<file path="src/rtl/dchn_pkg.sv">
package dchn_pkg;
  localparam int NUM_PAGES = 2;

  typedef enum logic [2:0] {
    SEL_ADDR   = 3'd0,
    SEL_COUNT  = 3'd1,
    SEL_PAGE0  = 3'd2,
    SEL_PAGE1  = 3'd3,
    SEL_MODE   = 3'd4,
    SEL_MASK   = 3'd5,
    SEL_PTRCLR = 3'd6,
    SEL_STATUS = 3'd7
  } port_sel_e;
endpackage

</file>
<file path="src/rtl/dchn_byte_ptr.sv">
module dchn_byte_ptr (
  input  logic clk,
  input  logic rst_n,
  input  logic clear,
  input  logic access,
  output logic hi_sel
);
  logic hi_q, hi_d;

  always_comb begin
    hi_d = hi_q;
    if (clear)       hi_d = 1'b0;
    else if (access) hi_d = ~hi_q;
  end

  always_ff @(posedge clk or negedge rst_n) begin
    if (!rst_n) hi_q <= 1'b0;
    else        hi_q <= hi_d;
  end

  assign hi_sel = hi_q;
endmodule

</file>
<file path="src/rtl/dchn_word_reg.sv">
module dchn_word_reg #(
  parameter int BYTE_W = 8,
  parameter bit DOWN   = 1'b0,
  localparam int W     = 2 * BYTE_W
) (
  input  logic              clk,
  input  logic              rst_n,
  input  logic              wr,
  input  logic              hi_sel,
  input  logic [BYTE_W-1:0] wdata,
  input  logic              step,
  output logic [W-1:0]      q
);
  logic [W-1:0] q_r, q_d, stepped;

  generate
    if (DOWN) begin : g_down
      assign stepped = q_r - 1'b1;
    end else begin : g_up
      assign stepped = q_r + 1'b1;
    end
  endgenerate

  always_comb begin
    q_d = q_r;
    if (wr) begin
      if (hi_sel) q_d[W-1:BYTE_W]      = wdata;
      else        q_d[BYTE_W-1:0]      = wdata;
    end else if (step) begin
      q_d = stepped;
    end
  end

  always_ff @(posedge clk or negedge rst_n) begin
    if (!rst_n) q_r <= '0;
    else        q_r <= q_d;
  end

  assign q = q_r;
endmodule

</file>
<file path="src/rtl/dchn_page_regs.sv">
module dchn_page_regs #(
  parameter int BYTE_W = 8,
  parameter int NPAGE  = 2
) (
  input  logic                    clk,
  input  logic                    rst_n,
  input  logic [NPAGE-1:0]        wr_vec,
  input  logic [BYTE_W-1:0]       wdata,
  output logic [NPAGE*BYTE_W-1:0] q
);
  generate
    for (genvar i = 0; i < NPAGE; i++) begin : g_page
      logic [BYTE_W-1:0] pg_q, pg_d;

      always_comb begin
        pg_d = pg_q;
        if (wr_vec[i]) pg_d = wdata;
      end

      always_ff @(posedge clk or negedge rst_n) begin
        if (!rst_n) pg_q <= '0;
        else        pg_q <= pg_d;
      end

      assign q[i*BYTE_W +: BYTE_W] = pg_q;
    end
  endgenerate
endmodule

</file>
<file path="src/rtl/dma_chan_regs.sv">
module dma_chan_regs
  import dchn_pkg::*;
#(
  parameter int CHAN_ID = 2,
  parameter int SEL_W   = 2,
  parameter int BYTE_W  = 8,
  localparam int WORD_W = 2 * BYTE_W,
  localparam int ADDR_W = WORD_W + NUM_PAGES * BYTE_W
) (
  input  logic              clk,
  input  logic              rst_n,
  input  logic              bus_wr,
  input  logic              bus_rd,
  input  logic [2:0]        bus_sel,
  input  logic [BYTE_W-1:0] bus_wdata,
  output logic [BYTE_W-1:0] bus_rdata,
  input  logic              dreq,
  output logic              dack,
  output logic              tc,
  output logic [ADDR_W-1:0] mem_addr,
  output logic              to_mem
);
  localparam logic [SEL_W-1:0] MY_CHAN = SEL_W'(CHAN_ID);

  port_sel_e sel;
  assign sel = port_sel_e'(bus_sel);

  logic                        ptr_hi;
  logic                        word_acc, ptr_clr, xfer, sel_hit;
  logic [WORD_W-1:0]           addr_q, count_q;
  logic [NUM_PAGES*BYTE_W-1:0] page_q;
  logic [NUM_PAGES-1:0]        page_wr;
  logic [BYTE_W-1:0]           mode_q, mode_d, status_byte;
  logic                        mask_q, mask_d, flag_q, flag_d;

  assign word_acc = (bus_wr | bus_rd) & ((sel == SEL_ADDR) | (sel == SEL_COUNT));
  assign ptr_clr  = bus_wr & (sel == SEL_PTRCLR);
  assign sel_hit  = (bus_wdata[SEL_W-1:0] == MY_CHAN);
  assign xfer     = dreq & ~mask_q;
  assign tc       = xfer & (count_q == '0);

  dchn_byte_ptr u_ptr (
    .clk    (clk),
    .rst_n  (rst_n),
    .clear  (ptr_clr),
    .access (word_acc),
    .hi_sel (ptr_hi)
  );

  dchn_word_reg #(.BYTE_W(BYTE_W), .DOWN(1'b0)) u_addr (
    .clk    (clk),
    .rst_n  (rst_n),
    .wr     (bus_wr & (sel == SEL_ADDR)),
    .hi_sel (ptr_hi),
    .wdata  (bus_wdata),
    .step   (xfer),
    .q      (addr_q)
  );

  dchn_word_reg #(.BYTE_W(BYTE_W), .DOWN(1'b1)) u_count (
    .clk    (clk),
    .rst_n  (rst_n),
    .wr     (bus_wr & (sel == SEL_COUNT)),
    .hi_sel (ptr_hi),
    .wdata  (bus_wdata),
    .step   (xfer),
    .q      (count_q)
  );

  generate
    for (genvar p = 0; p < NUM_PAGES; p++) begin : g_pwr
      assign page_wr[p] = bus_wr & (bus_sel == 3'(int'(SEL_PAGE0) + p));
    end
  endgenerate

  dchn_page_regs #(.BYTE_W(BYTE_W), .NPAGE(NUM_PAGES)) u_pages (
    .clk    (clk),
    .rst_n  (rst_n),
    .wr_vec (page_wr),
    .wdata  (bus_wdata),
    .q      (page_q)
  );

  // mode, mask and terminal-count flag: next state
  always_comb begin
    mode_d = mode_q;
    if (bus_wr && sel == SEL_MODE && sel_hit) mode_d = bus_wdata;

    mask_d = mask_q;
    if (bus_wr && sel == SEL_MASK && sel_hit) mask_d = bus_wdata[SEL_W];
    else if (tc)                              mask_d = 1'b1;

    flag_d = flag_q;
    if (tc)                               flag_d = 1'b1;
    else if (bus_rd && sel == SEL_STATUS) flag_d = 1'b0;
  end

  always_ff @(posedge clk or negedge rst_n) begin
    if (!rst_n) begin
      mode_q <= '0;
      mask_q <= 1'b1;
      flag_q <= 1'b0;
    end else begin
      mode_q <= mode_d;
      mask_q <= mask_d;
      flag_q <= flag_d;
    end
  end

  assign status_byte = BYTE_W'(flag_q) << CHAN_ID;

  always_comb begin
    case (sel)
      SEL_ADDR:   bus_rdata = ptr_hi ? addr_q[WORD_W-1:BYTE_W]  : addr_q[BYTE_W-1:0];
      SEL_COUNT:  bus_rdata = ptr_hi ? count_q[WORD_W-1:BYTE_W] : count_q[BYTE_W-1:0];
      SEL_PAGE0:  bus_rdata = page_q[BYTE_W-1:0];
      SEL_PAGE1:  bus_rdata = page_q[2*BYTE_W-1:BYTE_W];
      SEL_MODE:   bus_rdata = mode_q;
      SEL_STATUS: bus_rdata = status_byte;
      default:    bus_rdata = '0;
    endcase
  end

  assign dack     = xfer;
  assign mem_addr = {page_q, addr_q};
  assign to_mem   = (mode_q[SEL_W+1:SEL_W] == 2'b01);
endmodule

</file>
<file path="config.mk">
export PLATFORM = sky130hd
export DESIGN_NAME = dma_chan_regs
export DESIGN_NICKNAME = d
export VERILOG_FILES = /design/src/rtl/dchn_pkg.sv /design/src/rtl/dchn_byte_ptr.sv /design/src/rtl/dchn_word_reg.sv /design/src/rtl/dchn_page_regs.sv /design/src/rtl/dma_chan_regs.sv
export SDC_FILE = /design/constraint.sdc
export NUM_CORES = 1
export LEC_CHECK = 0
export CORE_MARGIN = 1.5
export CORE_UTILIZATION = 40
export DETAILED_ROUTE_END_ITERATION = 8
export GPL_TIMING_DRIVEN = 0
export SLEW_MARGIN = 20
export SYNTH_ARGS = -nofsm -noshare
export SYNTH_HDL_FRONTEND = slang
export SYNTH_SLANG_ARGS = --single-unit
</file>
<file path="constraint.sdc">
create_clock -name clk -period 2.15 [get_ports clk]
set_input_delay 0.43 -clock clk [delete_from_list [all_inputs] [get_ports clk]]
set_output_delay 0.43 -clock clk [all_outputs]
set_load 0.005 [all_outputs]
</file>
==> flow_metrics.env <==
export IMPL_register_area_um2=1480
export IMPL_initial_core_util=0.411
export IMPL_violations="setup timing"
export IMPL_grt_pass1_vias=3395
export IMPL_rsz0062_at_grt="true"
export IMPL_synth_edf_count=0
export IMPL_slew_headroom=0.533
export IMPL_fp_coreArea_um2=8720
export IMPL_io_buffers=56
export IMPL_drt_initial_drc_count=227
export IMPL_diodes=0
export IMPL_fin_total_pwr_w=0.00501
export IMPL_ios=59
export IMPL_min_path_type="register to register"
export IMPL_status="finished with violations"
export IMPL_multiInputGateArea_um2=2060
export IMPL_synth_top_cells_by_area="dfrtp_1 (40%), mux2_2 (6.0%), o21ai_0 (4.6%), nand2_1 (3.9%), nor2_1 (3.8%)"
export IMPL_arrival_ns=1.86
export IMPL_fillers=794
export IMPL_dpl_hpwl_um=7800
export IMPL_powerDensity_nw_per_um2=1040
export IMPL_post_route_min_period_ns=2.29
export IMPL_path_max_fanout=2
export IMPL_path_class="register to output pin"
export IMPL_track_usage=0.242
export IMPL_postSynthCellCount=392
export IMPL_synth_most_common_cell="dfrtp_1"
export IMPL_overflow=0
export IMPL_period_share=1.06
export IMPL_insertion_delay_ns=0.34
export IMPL_max_cap_violations=0
export IMPL_worstSetupStartpointType="register"
export IMPL_syn_avg_cell_area_um2=9.15
export IMPL_setup_viol=10
export IMPL_nets=500
export IMPL_yosys_top_cells_count="dfrtp_1 (58), nand2_1 (37), nor2_1 (36)"
export IMPL_clockBufferDepth=2
export IMPL_ys_seq_area_frac=0.412
export IMPL_clockRootBuffer="clkbuf_8"
export IMPL_post_route_drc_count=0
export IMPL_placedInstanceArea_um2=4300
export IMPL_worstMarginPinSlew_ns=0.699
export IMPL_synthesis_area_um2=3590
export IMPL_p_leak_nw=1.99
export IMPL_vias_per_cell=5.90
export IMPL_routedWlPerCell_um=18.8
export IMPL_htree_levels=3
export IMPL_drt_pass1_iter_count=5
export IMPL_syn_to_final_growth_pct=34.7
export IMPL_clock_skew_ns=0.0102
export IMPL_drive_gt1_frac=0.246
export IMPL_dieArea_um2=9550
export IMPL_ir_worst_vdd_mv=0.614
export IMPL_die_y_um=97.7
export IMPL_grt_start_max_net_pins=40
export IMPL_antenna_found_initial=0
export IMPL_synth_fp_nets=410
export IMPL_die_x_um=97.7
export IMPL_drtAntennaViolNets=0
export IMPL_vias=3509
export IMPL_endpoint_kind="output pin"
export IMPL_clkTransAtPathRegs_ns=0.07
export IMPL_setup_tns_ns=-0.640
export IMPL_async_reset_ff_frac=1.00
export IMPL_synth_largest_area_cell="dfrtp_1"
export IMPL_yosysUniqueCellTypes=60
export IMPL_finalWirelength_um=11200
export IMPL_grt_pass1_wl_um=18200
export IMPL_synth_flop_cell="dfrtp_1"
export IMPL_yosysWarnings=0
export IMPL_cp_required_ns=1.72
export IMPL_cts_tree="built"
export IMPL_hold_viol_final=0
export IMPL_min_path_cells=1
export IMPL_ys_ff_latch=59
export IMPL_finalMaxSlewViolations=0
export IMPL_row_count=34
export IMPL_fmax_ghz=0.437
export IMPL_final_util=0.554
export IMPL_synth_top_area_share=0.404
export IMPL_cts_sinks=59
export IMPL_gp_congestion=0.867
export IMPL_fin_ws_ns=-0.137
export IMPL_cts_made_buffers=9
export IMPL_design_area_um2=4830
export IMPL_rr_worst_depth=7
==> per-stage QoR <==
step	cells	hold WS (ns)	setup slack [ns]
global route	595	0.512	-0.206
detailed placement	557	0.338	-1.12
finish	595	0.468	-0.137
CTS	590	0.472	-0.200
floorplan	392	0.134	0.108
global placement	556	0.450	-1.35
==> kinds of logic (layout without fill, tap and decap cells) <==
group / count (synthesis) / in the layout / share of synthesized area
multiplexers: 37 / 37 / 0.128
flip-flops: 59 / 59 / 0.412
XOR/XNOR: 4 / 4 / 0.00976
AND/OR/NAND/NOR: 159 / 159 / 0.236
buffers and inverters: 37 / 132 / 0.0446
adder cells (fa/ha/maj): 2 / 2 / 0.00697
AO/OA/AOI/OAI: 94 / 94 / 0.162
==> worst paths after layout <==
path	from	end	slack [ns]
min in group asynchronous	rst_n	u_pages.g_page[1].pg_q[0]$_DFFE_PN0P_	0.51
max	u_count.q[11]$_DFFE_PN0P_	tc	-0.14
max reg2reg	u_count.q[0]$_DFFE_PN0P_	u_count.q[13]$_DFFE_PN0P_	-0.02
min reg2reg	mode_q[1]$_DFFE_PN0P_	mode_q[1]$_DFFE_PN0P_	0.47
max in group asynchronous	rst_n	mask_q$_DFFE_PN1P_	1.06
min	mode_q[1]$_DFFE_PN0P_	mode_q[1]$_DFFE_PN0P_	0.47
==> repair_timing <==
| action | CTS | global route |
|---|---|---|
| endpoints found under the setup margin | 31 | 19 |
| endpoints found under the hold margin | 20 | 0 |
| pin swaps | 13 | 16 |
| hold buffers | 1 | 0 |
| gates resized for setup | 91 | 25 |
| cloned | 1 | 0 |
| buffers inserted | 15 | 7 |
==> layout by cell type (no fill, tap or decap), types with 6 or more instances in the layout <==
cell type        instances
mux2_2                  19
nand2_1                 37
buf_2                   12
buf_6                    9
dfrtp_1                 56
o21ai_0                 19
clkdlybuf4s50_1         42
nand4_1                  7
nor3_1                  14
a211oi_1                10
clkbuf_8                11
buf_4                   18
clkbuf_2                 6
mux2i_1                 11
clkbuf_1                12
nor2_1                  36
nand3_1                 17
o21ai_1                 11
a21oi_1                 18
==> critical path, stage by stage (launching register included) <==
cell,delay (ns)
dfrtp_2,0.40
or3_4,0.39
or4_4,0.44
nor3_4,0.15
buf_2,0.14
==> power breakdown <==
part	total, W	switching (W)	internal, W
Sequential	0.00193	0.000480	0.00145
Combinational	0.00193	0.000833	0.00110
Clock	0.00115	0.000464	0.000684
Total	0.00501	0.00178	0.00323
==> sequential cells by signal (all words and copies together), names as in the netlist <==
register             count
u_pages.g_page.pg_q     16
mode_q                   8
mask_q                   1
u_ptr.hi_sel             1
u_addr.q                16
u_count.q               16
flag_q                   1
==> final cells by class <==
cell class | count | share of cell area
plain buffers | 28 | 0.0331
flip-flops and latches | 59 | 0.306
clock buffers | 10 | 0.0285
clock inverters | 6 | 0.0184
multi-input cells | 296 | 0.426
inverters | 8 | 0.00621
well taps | 108 | 0.0280
repair buffers | 80 | 0.153
==> routing by layer <==
| layer | vias up | share of wire | wire length, um | global-route usage |
|---|---|---|---|---|
| met3 | 21 | 0.067 | 752 | 0.0424 |
| met5 | - | 0 | 0 | 0 |
| met1 | 1697 | 0.44 | 4960 | 0.343 |
| li1 | 1634 | - | - | - |
| met2 | 157 | 0.47 | 5280 | 0.380 |
| met4 | 0 | 0.018 | 204 | 0.0703 |
(Power assumes the default switching activity.)
